$ cat src/rtl/kwdt_pkg.sv
package kwdt_pkg;
    typedef enum logic {
        CMD_STOP  = 1'b0,
        CMD_START = 1'b1
    } kwdt_cmd_e;
endpackage

$ cat src/rtl/kwdt_prescaler.sv
module kwdt_prescaler #(
    parameter int DIV_W = 17
) (
    input  logic clk,
    input  logic rst_n,
    input  logic run_i,
    input  logic clear_i,
    output logic tick_o
);
    localparam logic [DIV_W-1:0] LAST = '1;

    typedef struct packed {
        logic [DIV_W-1:0] cnt;
    } pre_st_t;

    pre_st_t st_d, st_q;

    always_comb begin
        st_d = st_q;
        if (clear_i || !run_i) begin
            st_d.cnt = '0;
        end else begin
            st_d.cnt = st_q.cnt + 1'b1;
        end
    end

    assign tick_o = run_i && !clear_i && (st_q.cnt == LAST);

    always_ff @(posedge clk or negedge rst_n) begin
        if (!rst_n) begin
            st_q <= '0;
        end else begin
            st_q <= st_d;
        end
    end
endmodule

$ cat src/rtl/kwdt_keygate.sv
module kwdt_keygate #(
    parameter int KEY_W = 7
) (
    input  logic             clk,
    input  logic             rst_n,
    input  logic             wr_en_i,
    input  logic [KEY_W-1:0] wr_key_i,
    input  logic             blocked_i,
    output logic             accept_o,
    output logic             key_err_o
);
    typedef struct packed {
        logic [KEY_W-1:0] key;
        logic             err;
    } gate_st_t;

    gate_st_t st_d, st_q;
    logic     key_ok;
    logic     live_wr;

    always_comb begin
        live_wr = wr_en_i && !blocked_i;
        key_ok  = (wr_key_i == ~st_q.key);
        st_d    = st_q;
        if (live_wr && key_ok) begin
            st_d.key = wr_key_i;
        end
        if (live_wr && !key_ok) begin
            st_d.err = 1'b1;
        end
    end

    assign accept_o  = live_wr && key_ok;
    assign key_err_o = st_q.err;

    always_ff @(posedge clk or negedge rst_n) begin
        if (!rst_n) begin
            st_q <= '0;
        end else begin
            st_q <= st_d;
        end
    end
endmodule

$ cat src/rtl/kwdt_core.sv
module kwdt_core
    import kwdt_pkg::*;
#(
    parameter int CNT_W = 8
) (
    input  logic             clk,
    input  logic             rst_n,
    input  logic             accept_i,
    input  kwdt_cmd_e        cmd_i,
    input  logic [CNT_W-1:0] load_i,
    input  logic             tick_i,
    output logic             running_o,
    output logic [CNT_W-1:0] count_o,
    output logic             nmi_o,
    output logic             bite_o,
    output logic             bitten_o
);
    localparam logic [CNT_W-1:0] ONE = CNT_W'(1);

    typedef struct packed {
        logic             running;
        logic [CNT_W-1:0] cnt;
        logic             nmi;
        logic             bite;
        logic             bitten;
    } core_st_t;

    core_st_t st_d, st_q;

    always_comb begin
        st_d      = st_q;
        st_d.bite = 1'b0;
        if (st_q.bitten) begin
            st_d.running = 1'b0;
        end else if (accept_i) begin
            st_d.nmi = 1'b0;
            if (cmd_i == CMD_START) begin
                st_d.running = 1'b1;
                st_d.cnt     = load_i;
            end else begin
                st_d.running = 1'b0;
            end
        end else if (st_q.running) begin
            if (st_q.cnt == '0) begin
                st_d.bite    = 1'b1;
                st_d.bitten  = 1'b1;
                st_d.running = 1'b0;
            end else begin
                if (st_q.cnt == ONE) begin
                    st_d.nmi = 1'b1;
                end
                if (tick_i) begin
                    st_d.cnt = st_q.cnt - 1'b1;
                end
            end
        end
    end

    assign running_o = st_q.running;
    assign count_o   = st_q.cnt;
    assign nmi_o     = st_q.nmi;
    assign bite_o    = st_q.bite;
    assign bitten_o  = st_q.bitten;

    always_ff @(posedge clk or negedge rst_n) begin
        if (!rst_n) begin
            st_q <= '0;
        end else begin
            st_q <= st_d;
        end
    end
endmodule

$ cat src/rtl/kwdt_top.sv
module kwdt_top
    import kwdt_pkg::*;
#(
    parameter int CNT_W = 8,
    parameter int KEY_W = 7,
    parameter int DIV_W = 17
) (
    input  logic             clk,
    input  logic             rst_n,
    input  logic             wr_en,
    input  logic             wr_cmd,
    input  logic [CNT_W-1:0] wr_cnt,
    input  logic [KEY_W-1:0] wr_key,
    output logic             nmi_req,
    output logic             chip_rst,
    output logic             stat_running,
    output logic [CNT_W-1:0] stat_count,
    output logic             stat_key_err
);
    logic      acc_w;
    logic      tick_w;
    logic      bitten_w;
    logic      run_w;
    kwdt_cmd_e cmd_w;

    assign cmd_w = kwdt_cmd_e'(wr_cmd);

    kwdt_keygate #(.KEY_W(KEY_W)) u_gate (
        .clk       (clk),
        .rst_n     (rst_n),
        .wr_en_i   (wr_en),
        .wr_key_i  (wr_key),
        .blocked_i (bitten_w),
        .accept_o  (acc_w),
        .key_err_o (stat_key_err)
    );

    kwdt_prescaler #(.DIV_W(DIV_W)) u_pre (
        .clk     (clk),
        .rst_n   (rst_n),
        .run_i   (run_w),
        .clear_i (acc_w),
        .tick_o  (tick_w)
    );

    kwdt_core #(.CNT_W(CNT_W)) u_core (
        .clk       (clk),
        .rst_n     (rst_n),
        .accept_i  (acc_w),
        .cmd_i     (cmd_w),
        .load_i    (wr_cnt),
        .tick_i    (tick_w),
        .running_o (run_w),
        .count_o   (stat_count),
        .nmi_o     (nmi_req),
        .bite_o    (chip_rst),
        .bitten_o  (bitten_w)
    );

    assign stat_running = run_w;
endmodule

$ cat config.mk
export PLATFORM = sky130hd
export DESIGN_NAME = kwdt_top
export DESIGN_NICKNAME = d
export VERILOG_FILES = /design/src/rtl/kwdt_pkg.sv /design/src/rtl/kwdt_prescaler.sv /design/src/rtl/kwdt_keygate.sv /design/src/rtl/kwdt_core.sv /design/src/rtl/kwdt_top.sv
export SDC_FILE = /design/constraint.sdc
export NUM_CORES = 1
export LEC_CHECK = 0
export ABC_AREA = 0
export BUFFER_PORTS_ARGS = -buffer_cell sky130_fd_sc_hd__buf_2
export CORE_ASPECT_RATIO = 1.2
export CORE_MARGIN = 5
export CORE_UTILIZATION = 55
export DETAILED_ROUTE_END_ITERATION = 8
export GPL_TIMING_DRIVEN = 0
export PLACE_DENSITY = 0.9
export SLEW_MARGIN = 20
export SYNTH_ARGS = -nofsm -noshare
export SYNTH_HDL_FRONTEND = slang
export SYNTH_SLANG_ARGS = --single-unit
$ cat constraint.sdc
create_clock -name clk -period 2.9 [get_ports clk]
set_clock_uncertainty 0.15 [all_clocks]
set_input_delay 0.145 -clock clk [delete_from_list [all_inputs] [get_ports clk]]
set_output_delay 0.145 -clock clk [all_outputs]
set_load 0.01 [all_outputs]
==> results by stage, run 1 <==
Clock network:
- For this design, the sink count on the clock tree is 37.
- For the worst-skew pair, the clock arrives at the later sink with an insertion delay of 0.29 ns.
- The root buffer cell is sky130_fd_sc_hd__clkbuf_8.
- The clock passes through at most 2 buffers.
- Post-CTS timing repair inserted 0 buffers for setup.
- The H-tree was split into 2 levels.
- The clock buffer count from CTS is 5.
- TritonCTS built the clock tree.
- The clock-pin slew on the worst setup and hold paths is 0.07 ns.

Place:
- At the end of routability-driven placement, the weighted congestion stood at 0.884.
- The cell count after placement is 248.
- OpenSTA, run right after detailed placement, puts the worst setup slack at 0.0955 ns.
- In this run the tool buffered the top-level ports with 30 buffer cells.
- Detailed placement finished with a half-perimeter wire length of 2880 um.

Critical path:
- The worst-case register-to-register setup slack is 0.15 ns.
- The critical path ends at u_core.count_o[1]$_DFFE_PN0P_.
- STA classifies the critical path endpoint as a flop.
- The origin of the critical flop-to-flop path is u_pre.st_q[6]$_DFF_PN0_.
- The number of cells traversed by the worst register-to-register path is 9.
- The endpoint identified for the worst register-to-register timing path is u_core.count_o[1]$_DFFE_PN0P_.
- The worst path arrival time is 2.76 ns.
- The element type at the critical path start is a flop.
- The kind of critical path is reg2reg.
- In this run the worst path has a maximum fanout of 7.
- At the worst endpoint, the required time is 2.91 ns.
- The critical path starts at u_pre.st_q[6]$_DFF_PN0_.

Synth:
- After synthesis the cells add up to 1860 sq um.
- Synthesis instantiated 38 different standard cells from the library.
- The area fraction of the dominant cell type after synthesis is 49.9%.
- The proportion of synthesized chip area in sequential cells is 49.9%.
- The number of nets in the synthesized netlist is 204.
- In the synthesized netlist the async set-or-reset flop fraction comes to 100%.
- Sorting the synthesized cells by area gives the leading types as sky130_fd_sc_hd__dfrtp_1, sky130_fd_sc_hd__nor2_1, sky130_fd_sc_hd__xor2_1.
- The post-synthesis cell count is 181.
- The most frequently used flop master after synthesis is sky130_fd_sc_hd__dfrtp_1.
- Of all cell types, the one taking the most synthesized area is sky130_fd_sc_hd__dfrtp_1.
- Yosys printed 0 warnings.
- The number of enable flip-flop cells after synthesis is 0.
- The average size of a mapped cell is 10.3 sq um.
- The number of flip-flops and latches in the synthesized netlist is 37.

Drt:
- Dividing the detail-routed wire length by the instance count gives 16.9 um.
- The detailed router's first-iteration violation count is 85.
- The final antenna-violating net count is 0.
- The sum of routed wire length over all layers is 4580 um.
- For this run, design rule violations remaining after detail routing come to 0.
- After detailed routing, the number of vias per cell comes to 6.13.
- Across all layers, the routed design uses 1660 vias.
- The first-pass iteration count of the detailed router is 4.

Outcome:
- The flow ran to the end, and the final reports show no timing, DRC or antenna violations.

Power and ir drop:
- The leakage power is 0.987 nW.
- Summing internal, switching and leakage power gives 0.920 mW.
- IR analysis of the VDD net gives a maximum drop of 0.365 mV.
- Power spread over the standard cell area amounts to 401 nW/um^2.

Min path:
- The worst hold path belongs to the class in2reg.
- The startpoint identified for the worst hold timing path is wr_cmd.

Timing:
- At the pin with the least slew margin, the transition time is 0.796 ns.
- The final hold violation count was 0.
- For this run, the top clock speed supported by timing is 363 MHz.
- Dividing the final minimum period by the clock period gives 94.9%.
- The normalized max-slew margin is 46.9%.
- The final number of setup-violating endpoints is 0.
- Across all setup checks in the final design, the least slack found is 0.148 ns.
- The number of max-slew violations in the final report is 0.
- The shortest clock period the worst path allows after layout is 2.75 ns.

Global routing:
- Summed over all layers, the global routing overflow is 0.
- The overall global routing resource usage is 21.1%.
- The number of global-route vias before repair is 1593.
- Entering global routing, the biggest net connects 38 pins.
- The wire length of the first global-routing pass is 7530 um.
- The initial antenna violation count is 0.

Layout:
- The area growth from synthesis to layout is 23.8%.
- The total inserted antenna cells is 0.
- The finished layout holds 271 standard cells, fillers aside.
- The fraction of layout cells with a size suffix above 1 is 21.4%.
- In the final design database the tool counted 256 nets.

Floorplan:
- The total core area is 3310 sq um.
- The number of placed I/O pins is 31.
- The y dimension of the die is 73.6 um.
- The starting density of the core is 56.1%.
- The area enclosed by the die boundary is 4640 sq um.
- The horizontal die dimension is 63.0 um.
- The number of cell rows is 23.

Flow run:
- The tool flagged a number of max-cap violations equal to 0.
## critical path, cell delays in order, from the launching register on
cell and delay [ns]:
sky130_fd_sc_hd__dfrtp_1 0.40, sky130_fd_sc_hd__and3_1 0.25, sky130_fd_sc_hd__nand4_1 0.17, sky130_fd_sc_hd__nor3_1 0.25, sky130_fd_sc_hd__ha_1 0.19, sky130_fd_sc_hd__nand3b_1 0.22
sky130_fd_sc_hd__a31oi_4 0.33, sky130_fd_sc_hd__mux2i_2 0.21, sky130_fd_sc_hd__a211oi_1 0.38, sky130_fd_sc_hd__a21oi_1 0.08
## kinds of logic (layout without fill, tap and decap cells)
kind of cell / Yosys count / after routing / share of synthesized area [%]
compound gates: 24 / 24 / 8.50
simple gates: 78 / 78 / 21.4
buf+inv: 9 / 62 / 2.63
flops: 37 / 37 / 49.9
xor+xnor: 21 / 21 / 9.91
fa+ha+maj: 4 / 4 / 2.70
mux: 8 / 8 / 4.99
## worst min path at each step
stage / end / depth (start not counted)
after global routing: u_core.count_o[6]$_DFFE_PN0P_ / 3
after floorplan: u_core.bite_o$_DFF_PN0_ / 0
after detailed placement: u_pre.st_q[7]$_DFF_PN0_ / 1
final: u_core.count_o[6]$_DFFE_PN0P_ / 3
after global placement: u_pre.st_q[7]$_DFF_PN0_ / 1
after CTS: u_core.count_o[1]$_DFFE_PN0P_ / 3
## flip-flops by register name, indices dropped and copies added (netlist names)
name,cells
u_core.bite_o,1
u_core.bitten_o,1
u_core.count_o,8
u_core.nmi_o,1
u_core.running_o,1
u_gate.key_err_o,1
u_gate.st_q,7
u_pre.st_q,17
## layout by cell type, fill, tap and decap left out, drive strengths merged, types with 2 or more instances in the layout
cell,count
a211oi,2
a21oi,6
a31oi,3
and2,3
and3,3
buf,35
clkbuf,8
dfrtp,37
dlygate4sd3,15
ha,4
inv,4
mux2,7
nand2,11
nand3,11
nand4,5
nor2,28
nor3,6
nor3b,2
nor4,3
o21ai,5
o311ai,2
xnor2,10
xor2,11
## repair_timing
item,4_1_cts,5_1_grt
hold endpoints to repair,51,0
hold buffers,15,0
resized for setup,0,2
endpoints found under the setup margin,0,6
## power by group
part	internal, mW	leakage, nW	total, mW	switching, mW
logic	0.0279	0.470	0.0534	0.0255
clock network	0.171	0.0395	0.349	0.178
registers	0.517	0.478	0.518	0.00113
total	0.716	0.987	0.920	0.204
## routing by layer
metal / vias up / track usage [%] / part of all wire [%] / wire length, um
li1: 743 / - / - / -
met3: 22 / 4.89 / 7.5 / 344
met1: 793 / 24.8 / 37 / 1700
met5: - / 0 / 0 / 0
met2: 102 / 35.3 / 51 / 2350
met4: 0 / 12.0 / 4.0 / 182
## per-stage QoR
stage | area, sq um | hold slack [ns] | TNS, ns | util [%]
floorplan | 1860 | -0.301 | 0 | -
global placement | 2050 | 0.131 | 0 | 62.0
detailed placement | 2050 | 0.139 | 0 | 62.0
CTS | 2280 | 0.0199 | 0 | 69.0
global route | 2300 | 0.0458 | -0.0124 | 69.4
finish | 2300 | 0.0425 | 0 | 69.4
## final cells by class
class | count | area (sq um)
fill | 219 | 1010
sequential | 37 | 926
multi-input combinational | 135 | 896
timing repair buffer | 45 | 300
clock buffer | 8 | 80.1
tap | 37 | 46.3
buffer | 5 | 33.8
inverter | 4 | 15.0
## synthesized netlist by cell type (2+ instances only)
| master | instances |
|---|---|
| sky130_fd_sc_hd__a211oi_1 | 2 |
| sky130_fd_sc_hd__nor2_1 | 28 |
| sky130_fd_sc_hd__nand2_1 | 11 |
| sky130_fd_sc_hd__xor2_1 | 11 |
| sky130_fd_sc_hd__o21ai_0 | 5 |
| sky130_fd_sc_hd__mux2_2 | 7 |
| sky130_fd_sc_hd__nand3_1 | 11 |
| sky130_fd_sc_hd__buf_2 | 3 |
| sky130_fd_sc_hd__inv_1 | 4 |
| sky130_fd_sc_hd__a21oi_1 | 6 |
| sky130_fd_sc_hd__nand4_1 | 5 |
| sky130_fd_sc_hd__a31oi_1 | 3 |
| sky130_fd_sc_hd__xnor2_1 | 10 |
| sky130_fd_sc_hd__nor3_1 | 6 |
| sky130_fd_sc_hd__dfrtp_1 | 37 |
| sky130_fd_sc_hd__and2_1 | 3 |
| sky130_fd_sc_hd__nor4_1 | 2 |
| sky130_fd_sc_hd__nor3b_1 | 2 |
| sky130_fd_sc_hd__and3_1 | 3 |
| sky130_fd_sc_hd__ha_1 | 4 |
Note: power is estimated with default switching activity, not from simulation.
==> inputs of run 2 (changes only) <==
- CORE_MARGIN: 5 -> default
==> results by stage, run 2 (synthesis results as in run 1) <==
Outcome:
- Result of the run: completed (unchanged).

Global routing:
- The residual overflow from global routing is 0 (unchanged).
- The pin count of the biggest net entering global routing is 38 (unchanged).
- The wire length of the first global-routing pass is 7570 um (was 7530 um).
- The initial antenna violation count is 0 (unchanged).
- The number of global-route vias before repair was 1646 (was 1593).
- The overall global routing resource usage is 30.0% (was 21.1%).

Timing:
- The summed negative setup slack over all endpoints is 0 ns (unchanged).
- The final worst-path cycle share is 91.3% (was 94.9%).
- Setup repair after global routing left no endpoint under its margin.
- The highest attainable clock frequency is 378 MHz (was 363 MHz).
- The final hold violation count was 0 (unchanged).
- The shortest clock period the worst path allows after layout is 2.65 ns (was 2.75 ns).
- The slew at the pin closest to its max-slew limit is 0.809 ns (was 0.796 ns).
- The final number of setup-violating endpoints is 0 (unchanged).
- The normalized max-slew margin is 46.1% (was 46.9%).
- The number of max-slew violations in the final report is 0 (unchanged).

Critical path:
- The critical register-to-register path endpoint is u_core.count_o[1]$_DFFE_PN0P_ (unchanged).
- The worst path arrival time is 2.72 ns (was 2.76 ns).
- CP Cell Sequence: and3_1 -> nand4_1 -> nor3_1 -> ha_1 -> nand3b_1 -> a31oi_2 -> mux2i_2 -> a211oi_1 -> a21oi_1 (was and3_1 -> nand4_1 -> nor3_1 -> ha_1 -> nand3b_1 -> a31oi_4 -> mux2i_2 -> a211oi_1 -> a21oi_1).
- The delay of the slowest cell on the worst path is 0.41 ns (was 0.40 ns).
- The kind of end point of the critical path is a flop (unchanged).
- The worst-case register-to-register setup slack is 0.25 ns (was 0.15 ns).
- The element type at the critical path start is a flop (unchanged).
- The critical-path cell with the highest stage delay is sky130_fd_sc_hd__dfrtp_1 (unchanged).
- The origin of the critical flop-to-flop path is u_pre.st_q[6]$_DFF_PN0_ (unchanged).
- The buffers plus inverters on the worst setup path is 0 (unchanged).
- The largest fanout of any net on the critical path is 7 (unchanged).
- The largest delay contributor family on the critical path is simple AND/OR/NAND/NOR gates (unchanged).
- The kind of critical path is reg2reg (unchanged).
- The number of cells traversed by the worst register-to-register path came to 9 (unchanged).
- The worst path required time came to 2.97 ns (was 2.91 ns).

Clock network:
- The clock-pin slew on the worst setup and hold paths is 0.11 ns (was 0.07 ns).
- The maximum root-to-sink buffer count is 2 (unchanged).
- The clock buffer count from CTS came to 5 (unchanged).
- The clock network latency to the later pin of the worst-skew pair is 0.34 ns (was 0.29 ns).
- The number of levels the H-tree was split into is 2 (unchanged).
- The TritonCTS clock tree is yes (unchanged).
- The clock sink count came to 37 (unchanged).
- The root buffer cell is sky130_fd_sc_hd__clkbuf_4 (was sky130_fd_sc_hd__clkbuf_8).

Place:
- The detailed placer's ending HPWL is 2600 um (was 2880 um).
- The final weighted congestion in routability-driven placement is 0.876 (was 0.884).
- The number of I/O port buffers is 30 (unchanged).

Layout:
- The area growth from synthesis to layout is 24.9% (was 23.8%).
- Most frequent cells in the layout: sky130_fd_sc_hd__dfrtp_1, sky130_fd_sc_hd__buf_2, sky130_fd_sc_hd__nor2_1 (unchanged).
- The most common cell after layout, fill and taps aside is sky130_fd_sc_hd__dfrtp_1 (unchanged).
- The count of filler cells inserted in the layout is 207 (was 219).
- The total inserted antenna cells is 0 (unchanged).
- The count of nets after finishing is 260 (was 256).
- The fraction of layout cells with a size suffix above 1 is 22.3% (was 21.4%).
- The final design utilization is 73.8% (was 69.4%).
- The register name with the most flops is u_pre.st_q (unchanged).
- The flip-flop count of the largest register after layout is 17 (unchanged).

Power and ir drop:
- The internal power is 0.687 mW (was 0.716 mW).
- The switching component of the power is 0.203 mW (was 0.204 mW).
- The clock power share is 35.4% (was 37.9%).
- The switching power share of the total was 22.8% (was 22.2%).
- The leakage power was 1.00 nW (was 0.987 nW).
- The cell area power density was 384 nW/um^2 (was 401 nW/um^2).
- The worst ir drop on vdd came to 0.325 mV (was 0.365 mV).
- The share of power burned in registers came to 58.2% (was 56.3%).
- The power share of the combinational group is 6.3% (was 5.8%).

Floorplan:
- The starting density of the core came to 59.1% (was 56.1%).
- The area enclosed by the die boundary came to 3610 sq um (was 4640 sq um).
- The total core area is 3140 sq um (was 3310 sq um).
- The number of cell rows was 22 (was 23).
- The y dimension of the die is 65.6 um (was 73.6 um).
- The horizontal die dimension is 55.0 um (was 63.0 um).
- The number of placed I/O pins was 31 (unchanged).

Drt:
- The via total after detailed routing is 1649 (was 1660).
- The detail-routed net length per standard cell is 16.4 um (was 16.9 um).
- The sum of routed wire length over all layers is 4480 um (was 4580 um).
- The detailed router's first-iteration violation count was 73 (was 85).
- The post-detailed-route DRC marker count came to 0 (unchanged).
- The routed via count divided by cell count was 6.02 (was 6.13).
- The final antenna-violating net count came to 0 (unchanged).
- The first-pass iteration count of the detailed router came to 4 (unchanged).

Min path:
- The number of cells traversed by the worst hold path is 3 (unchanged).
- The type of the worst min-delay path is in2reg (unchanged).
- The end point of the worst hold path is u_gate.key_err_o$_DFFE_PN0P_ (was u_core.count_o[6]$_DFFE_PN0P_).
- The worst hold path startpoint is wr_en (was wr_cmd).

Flow run:
- The max capacitance violation total is 0 (unchanged).
[run 2: power groups by stage]
stage | sequential, mW | clock, mW | combinational [mW]
final | 0.518 | 0.315 | 0.0563
after global routing | 0.519 | 0.348 | 0.0612
after CTS | 0.518 | 0.327 | 0.0545
after detailed placement | 0.528 | 0 | 0.0373
after global placement | 0.528 | 0 | 0.0361
after floorplan | 0.529 | 0 | 0.00919
[run 2: timing repair]
item	in CTS	in global routing
hold buffers	19	0
hold endpoints to repair	52	0
setup buffers	0	0
resized for setup	0	1
setup endpoints to repair	0	8
[run 2: cell type report]
cell class / count / area, sq um / share of cell area (%)
clock inverters: 1 / 5.00 / 0.216
plain buffers: 5 / 33.8 / 1.46
well taps: 36 / 45.0 / 1.94
multi-input cells: 135 / 887 / 38.3
clock buffers: 7 / 65.1 / 2.81
inverters: 4 / 15.0 / 0.648
flip-flops and latches: 37 / 926 / 40.0
repair buffers: 49 / 340 / 14.7
[run 2: through the flow]
step / power [mW] / hold WS (ns) / instances / setup WS [ns] / cell area [sq um]
floorplan: 0.538 / -0.301 / 181 / 0.601 / 1860
global placement: 0.564 / 0.126 / 247 / 0.218 / 2050
detailed placement: 0.565 / 0.132 / 247 / 0.181 / 2050
CTS: 0.899 / 0.0589 / 274 / 0.174 / 2310
global route: 0.928 / 0.0660 / 274 / 0.00316 / 2320
finish: 0.890 / 0.0919 / 274 / 0.252 / 2320
[run 2: per-layer routing]
metal  share of wire (%)  track usage (%)  wire length, um  vias to the layer above
li1                    -                -                -                      753
met1                  40             37.2             1810                      804
met2                  51             46.2             2260                       76
met3                 6.1             9.72              275                       16
met4                 3.1             14.1              138                        0
met5                   0                0                0                        -
[run 2: worst register-to-register path, stage by stage, from the launching register on]
cell	delay, ns
sky130_fd_sc_hd__dfrtp_1	0.41
sky130_fd_sc_hd__and3_1	0.23
sky130_fd_sc_hd__nand4_1	0.16
sky130_fd_sc_hd__nor3_1	0.22
sky130_fd_sc_hd__ha_1	0.18
sky130_fd_sc_hd__nand3b_1	0.18
sky130_fd_sc_hd__a31oi_2	0.39
sky130_fd_sc_hd__mux2i_2	0.23
sky130_fd_sc_hd__a211oi_1	0.29
sky130_fd_sc_hd__a21oi_1	0.09
[run 2: worst max-delay path by stage]
stage | from | end | cells past startpoint
after global routing | u_pre.st_q[6]$_DFF_PN0_ | u_core.count_o[1]$_DFFE_PN0P_ | 9
after global placement | u_pre.st_q[6]$_DFF_PN0_ | u_core.count_o[0]$_DFFE_PN0P_ | 8
after CTS | u_pre.st_q[6]$_DFF_PN0_ | u_core.count_o[7]$_DFFE_PN0P_ | 9
after detailed placement | u_pre.st_q[6]$_DFF_PN0_ | u_core.count_o[7]$_DFFE_PN0P_ | 9
after floorplan | u_pre.st_q[6]$_DFF_PN0_ | u_core.count_o[0]$_DFFE_PN0P_ | 8
final | u_pre.st_q[6]$_DFF_PN0_ | u_core.count_o[1]$_DFFE_PN0P_ | 9
==> inputs of run 3 (changes only) <==
- CORE_UTILIZATION: 55 -> 45
- PLACE_DENSITY: 0.9 -> 0.78
==> results by stage, run 3 (synthesis results as in run 1) <==
Outcome:
- Result of the run: completed (unchanged).

Critical path:
- The worst path required time was 2.92 ns (was 2.97 ns).
- The element type at the critical path start is a flop (unchanged).
- The number of cells traversed by the worst register-to-register path is 9 (unchanged).
- The worst path arrival time came to 2.63 ns (was 2.72 ns).
- The kind of critical path was reg2reg (unchanged).
- The largest fanout of any net on the critical path is 7 (unchanged).
- The kind of end point of the critical path is a flop (unchanged).

Place:
- The detailed placer's ending HPWL came to 2570 um (was 2600 um).
- The number of I/O port buffers is 30 (unchanged).
- The worst setup slack after placement is 0.165 ns (was 0.181 ns).
- The final weighted congestion in routability-driven placement is 0.885 (was 0.876).

Layout:
- The total inserted antenna cells is 0 (unchanged).
- The register name with the most flops is u_pre.st_q (unchanged).
- The area growth from synthesis to layout is 27.4% (was 24.9%).
- Most frequent cells in the layout: sky130_fd_sc_hd__dfrtp_1, sky130_fd_sc_hd__buf_2, sky130_fd_sc_hd__nor2_1 (unchanged).
- The fraction of layout cells with a size suffix above 1 is 22.6% (was 22.3%).
- The most common cell after layout, fill and taps aside is sky130_fd_sc_hd__dfrtp_1 (unchanged).
- The flip-flop count of the largest register after layout is 17 (unchanged).
- The count of nets after finishing is 256 (was 260).

Floorplan:
- The y dimension of the die is 72.3 um (was 65.6 um).
- The horizontal die dimension is 60.6 um (was 55.0 um).
- The number of placed I/O pins is 31 (unchanged).
- The number of cell rows is 25 (was 22).
- The total core area is 3940 sq um (was 3140 sq um).
- The area enclosed by the die boundary is 4390 sq um (was 3610 sq um).
- The starting density of the core was 47.1% (was 59.1%).

Power and ir drop:
- The internal power was 0.887 mW (was 0.687 mW).
- The clock power share is 48.0% (was 35.4%).
- The power share of the combinational group is 4.7% (was 6.3%).
- The switching power share of the total is 19.2% (was 22.8%).
- The worst ir drop on vdd came to 0.288 mV (was 0.325 mV).
- The cell area power density is 464 nW/um^2 (was 384 nW/um^2).
- The share of power burned in registers was 47.3% (was 58.2%).
- The switching component of the power came to 0.210 mW (was 0.203 mW).
- The leakage power is 1.02 nW (was 1.00 nW).

Drt:
- The first-pass iteration count of the detailed router came to 4 (unchanged).
- The routed via count divided by cell count is 5.36 (was 6.02).
- The final antenna-violating net count is 0 (unchanged).
- The via total after detailed routing is 1545 (was 1649).
- The post-detailed-route DRC marker count is 0 (unchanged).
- The sum of routed wire length over all layers is 3740 um (was 4480 um).
- The detail-routed net length per standard cell is 13.0 um (was 16.4 um).
- The detailed router's first-iteration violation count was 78 (was 73).

Timing:
- The post-route worst setup slack is 0.283 ns (was 0.252 ns).
- The final number of setup-violating endpoints is 0 (unchanged).
- The final hold violation count is 0 (unchanged).
- Unrepaired setup endpoints after global routing: no (unchanged).
- The summed negative setup slack over all endpoints is 0 ns (unchanged).
- The normalized max-slew margin is 45.7% (was 46.1%).
- The slew at the pin closest to its max-slew limit was 0.814 ns (was 0.809 ns).
- The final worst-path cycle share came to 90.2% (was 91.3%).
- The number of max-slew violations in the final report is 0 (unchanged).
- The highest attainable clock frequency was 382 MHz (was 378 MHz).
- The shortest clock period the worst path allows after layout is 2.62 ns (was 2.65 ns).

Clock network:
- The clock-pin slew on the worst setup and hold paths came to 0.08 ns (was 0.11 ns).
- The clock network latency to the later pin of the worst-skew pair is 0.29 ns (was 0.34 ns).
- The maximum root-to-sink buffer count is 2 (unchanged).
- The root buffer cell is sky130_fd_sc_hd__clkbuf_8 (was sky130_fd_sc_hd__clkbuf_4).
- The clock buffer count from CTS was 5 (unchanged).
- The number of levels the H-tree was split into is 2 (unchanged).
- The TritonCTS clock tree is yes (unchanged).
- The clock sink count is 37 (unchanged).

Global routing:
- The wire length of the first global-routing pass is 6490 um (was 7570 um).
- The number of global-route vias before repair is 1537 (was 1646).
- The overall global routing resource usage is 19.8% (was 30.0%).
- The initial antenna violation count came to 0 (unchanged).
- The pin count of the biggest net entering global routing was 38 (unchanged).
- The residual overflow from global routing is 0 (unchanged).

Min path:
- The number of cells traversed by the worst hold path came to 3 (unchanged).
- The type of the worst min-delay path is in2reg (unchanged).

Flow run:
- The max capacitance violation total was 0 (unchanged).
-- run 3: cell type report --
type / count / area, sq um
fillers: 362 / 1580
flip-flops and latches: 37 / 926
multi-input cells: 135 / 887
repair buffers: 45 / 300
clock buffers: 5 / 68.8
well taps: 54 / 67.6
clock inverters: 3 / 65.1
plain buffers: 5 / 33.8
inverters: 4 / 15.0
-- run 3: power by group through the flow --
stage	clock (mW)	combinational, mW	sequential [mW]
floorplan	0	0.00919	0.529
global placement	0	0.0366	0.528
detailed placement	0	0.0369	0.528
CTS	0.537	0.0525	0.518
global route	0.560	0.0573	0.518
finish	0.527	0.0516	0.518
-- run 3: metal layers --
layer  up-vias  track usage (%)  routed length (um)
met5         -                0                   0
met4         0             8.08                  78
met3         9             7.13                 183
met2        44             32.2                1890
met1       750             23.5                1590
li1        742                -                   -
-- run 3: worst paths after layout --
| path | start | endpoint | slack (ns) |
|---|---|---|---|
| min in group asynchronous | rst_n | u_pre.st_q[15]$_DFF_PN0_ | 0.33 |
| min | wr_cnt[1] | u_core.count_o[1]$_DFFE_PN0P_ | 0.008 |
| max | u_pre.st_q[6]$_DFF_PN0_ | u_core.count_o[7]$_DFFE_PN0P_ | 0.28 |
| max in group asynchronous | rst_n | u_pre.st_q[0]$_DFF_PN0_ | 1.75 |
| max reg2reg | u_pre.st_q[6]$_DFF_PN0_ | u_core.count_o[7]$_DFFE_PN0P_ | 0.28 |
| min reg2reg | u_gate.key_err_o$_DFFE_PN0P_ | u_gate.key_err_o$_DFFE_PN0P_ | 0.32 |
-- run 3: per-stage QoR --
stage,power (mW),cell area [sq um],hold slack [ns],std cells,util [%]
floorplan,0.538,1860,-0.301,181,-
global placement,0.565,2070,0.136,265,52.6
detailed placement,0.565,2070,0.141,265,52.6
CTS,1.11,2360,0.00891,288,59.8
global route,1.14,2360,0.0523,288,60.0
finish,1.10,2360,0.00831,288,60.0
-- run 3: what timing repair did --
action / in CTS / in global routing
hold buffers: 15 / 0
hold endpoints to repair: 51 / 0
setup buffers: 0 / 0
setup endpoints to repair: 0 / 7
resized for setup: 0 / 1
-- run 3: worst max-delay path, cell delays in order, from the launching register on --
cell and delay [ns]:
sky130_fd_sc_hd__dfrtp_1 0.40, sky130_fd_sc_hd__and3_1 0.23, sky130_fd_sc_hd__nand4_1 0.16, sky130_fd_sc_hd__nor3_1 0.23, sky130_fd_sc_hd__ha_1 0.19, sky130_fd_sc_hd__nand3b_1 0.19
sky130_fd_sc_hd__a31oi_2 0.38, sky130_fd_sc_hd__mux2i_2 0.21, sky130_fd_sc_hd__o21ai_0 0.23, sky130_fd_sc_hd__o211ai_1 0.11
